$ cat src/rtl/eirq_pkg.sv
package eirq_pkg;
  localparam int unsigned BUS_W = 32;
  localparam int unsigned NUM_CFG = 5;
  localparam logic [7:0] WI_MASK  = 8'd0;
  localparam logic [7:0] WI_EVM   = 8'd1;
  localparam logic [7:0] WI_RISE  = 8'd2;
  localparam logic [7:0] WI_FALL  = 8'd3;
  localparam logic [7:0] WI_SWEV  = 8'd4;
  localparam logic [7:0] WI_PEND  = 8'd5;
endpackage

$ cat src/rtl/eirq_edge.sv
module eirq_edge #(
  parameter int unsigned LINES  = 16,
  parameter int unsigned STAGES = 2
) (
  input  logic             clk,
  input  logic             rst,
  input  logic [LINES-1:0] lines_in,
  output logic [LINES-1:0] rise,
  output logic [LINES-1:0] fall
);
  for (genvar i = 0; i < LINES; i++) begin : g_line
    logic [STAGES-1:0] sync_q;
    logic              prev_q;
    always_ff @(posedge clk) begin
      if (rst) begin
        sync_q <= '0;
        prev_q <= 1'b0;
      end else begin
        sync_q <= {sync_q[STAGES-2:0], lines_in[i]};
        prev_q <= sync_q[STAGES-1];
      end
    end
    assign rise[i] = sync_q[STAGES-1] & ~prev_q;
    assign fall[i] = ~sync_q[STAGES-1] & prev_q;
  end
endmodule

$ cat src/rtl/eirq_regs.sv
module eirq_regs
  import eirq_pkg::*;
#(
  parameter int unsigned LINES  = 16,
  parameter int unsigned ADDR_W = 10
) (
  input  logic              clk,
  input  logic              rst,
  input  logic              bus_wr,
  input  logic              bus_rd,
  input  logic [ADDR_W-1:0] bus_addr,
  input  logic [BUS_W-1:0]  bus_wdata,
  input  logic [LINES-1:0]  pend_q,
  output logic [LINES-1:0]  mask_q,
  output logic [LINES-1:0]  rise_sel,
  output logic [LINES-1:0]  fall_sel,
  output logic [LINES-1:0]  clr_mask,
  output logic [BUS_W-1:0]  bus_rdata
);
  localparam int unsigned IDX_W = ADDR_W - 2;

  logic [IDX_W-1:0] widx;
  logic             aligned;
  logic [BUS_W-1:0] cfg_q [NUM_CFG];
  logic [BUS_W-1:0] rd_mux;

  assign widx    = bus_addr[ADDR_W-1:2];
  assign aligned = (bus_addr[1:0] == 2'b00);

  for (genvar r = 0; r < NUM_CFG; r++) begin : g_cfg
    always_ff @(posedge clk) begin
      if (rst) begin
        cfg_q[r] <= '0;
      end else if (bus_wr && aligned && (widx == IDX_W'(r))) begin
        cfg_q[r] <= bus_wdata;
      end
    end
  end

  assign mask_q   = cfg_q[WI_MASK][LINES-1:0];
  assign rise_sel = cfg_q[WI_RISE][LINES-1:0];
  assign fall_sel = cfg_q[WI_FALL][LINES-1:0];
  assign clr_mask = (bus_wr && aligned && (widx == IDX_W'(WI_PEND)))
                    ? bus_wdata[LINES-1:0] : '0;

  always_comb begin
    rd_mux = '0;
    if (aligned) begin
      if (widx < IDX_W'(NUM_CFG)) begin
        rd_mux = cfg_q[widx[2:0]];
      end else if (widx == IDX_W'(WI_PEND)) begin
        rd_mux = BUS_W'(pend_q);
      end
    end
  end

  always_ff @(posedge clk) begin
    if (rst) begin
      bus_rdata <= '0;
    end else if (bus_rd) begin
      bus_rdata <= rd_mux;
    end
  end
endmodule

$ cat src/rtl/eirq_pend.sv
module eirq_pend #(
  parameter int unsigned LINES = 16
) (
  input  logic             clk,
  input  logic             rst,
  input  logic [LINES-1:0] rise,
  input  logic [LINES-1:0] fall,
  input  logic [LINES-1:0] mask_q,
  input  logic [LINES-1:0] rise_sel,
  input  logic [LINES-1:0] fall_sel,
  input  logic [LINES-1:0] clr_mask,
  output logic [LINES-1:0] pend_q,
  output logic [LINES-1:0] irq_out
);
  logic [LINES-1:0] hit;

  assign hit = mask_q & ((rise & rise_sel) | (fall & fall_sel));

  always_ff @(posedge clk) begin
    if (rst) begin
      pend_q  <= '0;
      irq_out <= '0;
    end else begin
      pend_q  <= (pend_q & ~clr_mask) | hit;
      irq_out <= hit;
    end
  end
endmodule

$ cat src/rtl/eirq_ctrl.sv
module eirq_ctrl
  import eirq_pkg::*;
#(
  parameter int unsigned LINES  = 16,
  parameter int unsigned ADDR_W = 10,
  parameter int unsigned STAGES = 2
) (
  input  logic              clk,
  input  logic              rst,
  input  logic              bus_wr,
  input  logic              bus_rd,
  input  logic [ADDR_W-1:0] bus_addr,
  input  logic [BUS_W-1:0]  bus_wdata,
  output logic [BUS_W-1:0]  bus_rdata,
  input  logic [LINES-1:0]  lines_in,
  output logic [LINES-1:0]  irq_out
);
  logic [LINES-1:0] rise, fall, mask_q, rise_sel, fall_sel, clr_mask, pend_q;

  eirq_edge #(.LINES(LINES), .STAGES(STAGES)) edge_i (
    .clk(clk), .rst(rst), .lines_in(lines_in), .rise(rise), .fall(fall)
  );

  eirq_regs #(.LINES(LINES), .ADDR_W(ADDR_W)) regs_i (
    .clk(clk), .rst(rst), .bus_wr(bus_wr), .bus_rd(bus_rd),
    .bus_addr(bus_addr), .bus_wdata(bus_wdata), .pend_q(pend_q),
    .mask_q(mask_q), .rise_sel(rise_sel), .fall_sel(fall_sel),
    .clr_mask(clr_mask), .bus_rdata(bus_rdata)
  );

  eirq_pend #(.LINES(LINES)) pend_i (
    .clk(clk), .rst(rst), .rise(rise), .fall(fall), .mask_q(mask_q),
    .rise_sel(rise_sel), .fall_sel(fall_sel), .clr_mask(clr_mask),
    .pend_q(pend_q), .irq_out(irq_out)
  );
endmodule

$ cat config.mk
export PLATFORM = sky130hd
export DESIGN_NAME = eirq_ctrl
export DESIGN_NICKNAME = d
export VERILOG_FILES = /design/src/rtl/eirq_pkg.sv /design/src/rtl/eirq_edge.sv /design/src/rtl/eirq_regs.sv /design/src/rtl/eirq_pend.sv /design/src/rtl/eirq_ctrl.sv
export SDC_FILE = /design/constraint.sdc
export NUM_CORES = 1
export LEC_CHECK = 0
export ABC_AREA = 1
export ABC_CLOCK_PERIOD_IN_PS = 3200
export BUFFER_PORTS_ARGS = -buffer_cell sky130_fd_sc_hd__buf_2
export CORE_UTILIZATION = 64
export DETAILED_ROUTE_END_ITERATION = 7
export HOLD_SLACK_MARGIN = 0.03
export PLACE_DENSITY = 0.91
export SLEW_MARGIN = 25
export SYNTH_ARGS = -nofsm -noshare
export SYNTH_HDL_FRONTEND = slang
export SYNTH_SLANG_ARGS = --single-unit
$ cat constraint.sdc
create_clock -name clk -period 3.2 [get_ports clk]
set_clock_uncertainty 0.2 [all_clocks]
set_input_delay 0 -clock clk [delete_from_list [all_inputs] [get_ports clk]]
set_output_delay 0 -clock clk [all_outputs]
set_load 0.03 [all_outputs]
==> run_results.csv <==
group,metric,value,unit
status,status,"finished, violations left",
status,violations,"DRC",
job,drv_cap,0,
sta,period_minus_slack,2.823,ns
yosys,synth_cell_types,23,
clocking,cts_tree,"built",
yosys,synth.area.mux_share,0,%
grt,grt_pass1_vias,10270,
yosys,ys_ff_latch,272,
drt,dr_total_vias,10200,
finish,final_common_cell,"nor2_1",
finish,area_growth,21.33,%
power_and_ir_drop,power_frac_seq,50.0,%
drt,wl,32.65,mm
clocking,cts_buffer_depth,3,
die,coreArea,17360,µm²
setup_path,required,3.39,ns
power_and_ir_drop,vdd_drop_max,0.5472,mV
yosys,syn_area_per_cell,8.609,µm²
finish,drive_gt1_share,12.43,%
yosys,synth_area,11420,µm²
clocking,clk_pin_slew,0.07,ns
yosys,synth_top_family_by_area,"simple AND/OR/NAND/NOR gates",
sta,rsz0062_at_grt,"false",
clocking,post_cts_buffers,0,
grt,grtUsageMet1,42.48,%
power_and_ir_drop,power_density,561.7,nW/µm²
grt,grt_util_all_layers,36.49,%
yosys,syn-num-nets,1388,
drt,ant_nets,0,
sta,finalHoldViolations,0,
placement,postPlaceCellArea,12190,µm²
grt,grt_pass1_wl,51.00,mm
finish,fin_util,79.80,%
grt,grt_start_max_net_pins,79,
min_path,hp-class,"in2reg",
yosys,synth-simple-area-share,24.98,%
grt,grt-ovfl-total,0,
power_and_ir_drop,clock_power_share,42.8,%
grt,grt_util_met3,6.809,%
sta,tightest_slew,0.8760,ns
placement,place.port_buffers,109,
die,boundaryPins,110,
power_and_ir_drop,swShare,23.01,%
drt,dr.pass1.iters,8,
placement,dp_hpwl,17.70,mm
power_and_ir_drop,power.leakage,6.284,nW
power_and_ir_drop,switching_power,1.790,mW
clocking,cts_inserted_buffers,27,
drt,drcViolationCount,1,
grt,grt_antenna_before_repair,1,
die,design.die.area,18380,µm²
die,die_h,135.6,µm
yosys,yosys.area.top_type,"edfxtp_1",
yosys,yosys.area_share.adder,0,%
sta,fin_crit_sh,88.22,%
setup_path,crit_arrival,3.01,ns
yosys,synth_xor_area_share,0,%
yosys,yosysWarnings,0,
finish,final_cell_mix,"340 x nor2_1, 284 x nand2_1, 170 x inv_1",
clocking,cts.sinks,272,
power_and_ir_drop,power.total,7.781,mW
sta,slew_violations,0,
yosys,synth_compound_area_share,4.559,%
clocking,clock-root-buffer,"clkbuf_16",
grt,busiest_layer,"met2",
setup_path,critical_path.endpoint_type,"flip-flop",
yosys,synth.top_cell.area_share,42.09,%
sta,tns,0,ns
power_and_ir_drop,pwr-share-comb,7.2,%
drt,routedWlPerCell,18.61,µm
power_and_ir_drop,p_int,5.990,mW
setup_path,startpoint_type,"input pin",
drt,dr.first_iter.drc_count,1288,
setup_path,path_max_fanout,20,
die,std_cell_rows,48,
yosys,ys_seq_area_share,61.73,%
sta,fin_worst_hold_slack,0.06437,ns
yosys,synth_area_leaders,"edfxtp_1 42%, dfxtp_1 20%, nor2_1 11%",
placement,place.gp.congestion,0.8452,
clocking,cts_max_level,1,
finish,final_nets,1569,
sta,fmax,0.3542,GHz
grt,grt_use_met2,61.85,%
setup_path,worstSetupPathType,"in2reg",
finish,finalInstanceArea,13850,µm²
die,initial_core_util,65.77,%
yosys,syn-instance-count,1326,
drt,vias_per_cell,5.812,
clocking,clk_latency,0.54,ns
sta,setup_viol_count_final,0,
die,die_w,135.6,µm
sta,relSlewSlack,41.60,%
==> routing by layer <==
layer  routed length [µm]  vias up
met2                15910      850
li1                     -     4507
met4                 1965        0
met3                 3811      200
met5                    0        -
met1                10960     4638
==> state kept, by name, indices dropped and copies added (netlist names) <==
register and flops:
regs_i.cfg_q 160, edge_i.g_line.sync_q 32, regs_i.bus_rdata 32, edge_i.g_line.prev_q 16, pend_i.irq_out 16, pend_i.pend_q 16
==> power groups by stage <==
stage          Clock [mW]  Combinational, mW  Sequential (mW)
4_1_cts              3.30              0.534             3.88
2_1_floorplan           0              0.285             3.95
3_5_place_dp            0              0.453             3.95
5_1_grt              3.45              0.606             3.90
6_report             3.33              0.560             3.89
3_3_place_gp            0              0.434             3.95
==> critical path, cell delays in order <==
cell	delay, ns
dlygate4sd3_1	0.54
buf_2	0.29
clkinv_1	0.14
nand2_2	0.24
nor2_2	0.17
buf_4	0.28
nand3_1	0.67
o21ai_0	0.52
a21oi_1	0.13
==> cell type report <==
| cell class | count | area [µm²] |
|---|---|---|
| clock inverter | 13 | 168.9 |
| multi-input combinational | 817 | 3374 |
| tap | 225 | 281.5 |
| sequential | 272 | 7047 |
| clock buffer | 37 | 753.2 |
| timing repair buffer | 216 | 1574 |
| inverter | 173 | 649.4 |
| fill | 956 | 3506 |
| antenna | 1 | 2.502 |
==> path summary, 6_finish.rpt <==
path	cells after the start	from	slack [ns]	end
hold / removal	8	bus_addr[9]	0.06	regs_i.bus_rdata[7]
setup / recovery	9	bus_addr[3]	0.38	pend_i.pend_q[6]
setup reg to reg	8	regs_i.cfg_q[2][6]	1.61	regs_i.bus_rdata[6]
hold reg to reg	2	edge_i.g_line[3].sync_q[0]	0.20	edge_i.g_line[3].sync_q[1]
==> timing repair <==
| action | in CTS | in global routing |
|---|---|---|
| resized for setup | 0 | 0 |
| endpoints found under the hold margin | 236 | 0 |
| hold buffers | 74 | 0 |
==> stage by stage <==
stage          worst slack (ns)  instances
6_report                 0.3771       1754
5_1_grt                  0.3506       1754
4_1_cts                  0.6178       1753
3_5_place_dp             0.6562       1629
3_3_place_gp             0.9267       1629
2_1_floorplan             1.070       1326
==> synth_stat cells <==
master	number
nor2_1	341
o21ai_0	32
buf_4	1
nand4_1	1
nor2_2	3
o31ai_1	16
nor3_1	16
clkbuf_1	38
or2_1	1
buf_2	11
edfxtp_1	160
and2_1	1
a21oi_1	48
nand2_1	284
dfxtp_1	112
buf_1	2
nand3_2	1
nand2_2	1
nor3_4	1
clkinv_1	3
buf_6	12
nand3_1	71
inv_1	170
==> cells by family (layout without fill, tap and decap cells) <==
group,after synthesis,count (layout)
AO/OA/AOI/OAI,96,96
buffers and inverters,237,439
flip-flops,272,272
other,0,1
AND/OR/NAND/NOR,721,721
No activity file was read; power rests on OpenSTA's default activity.
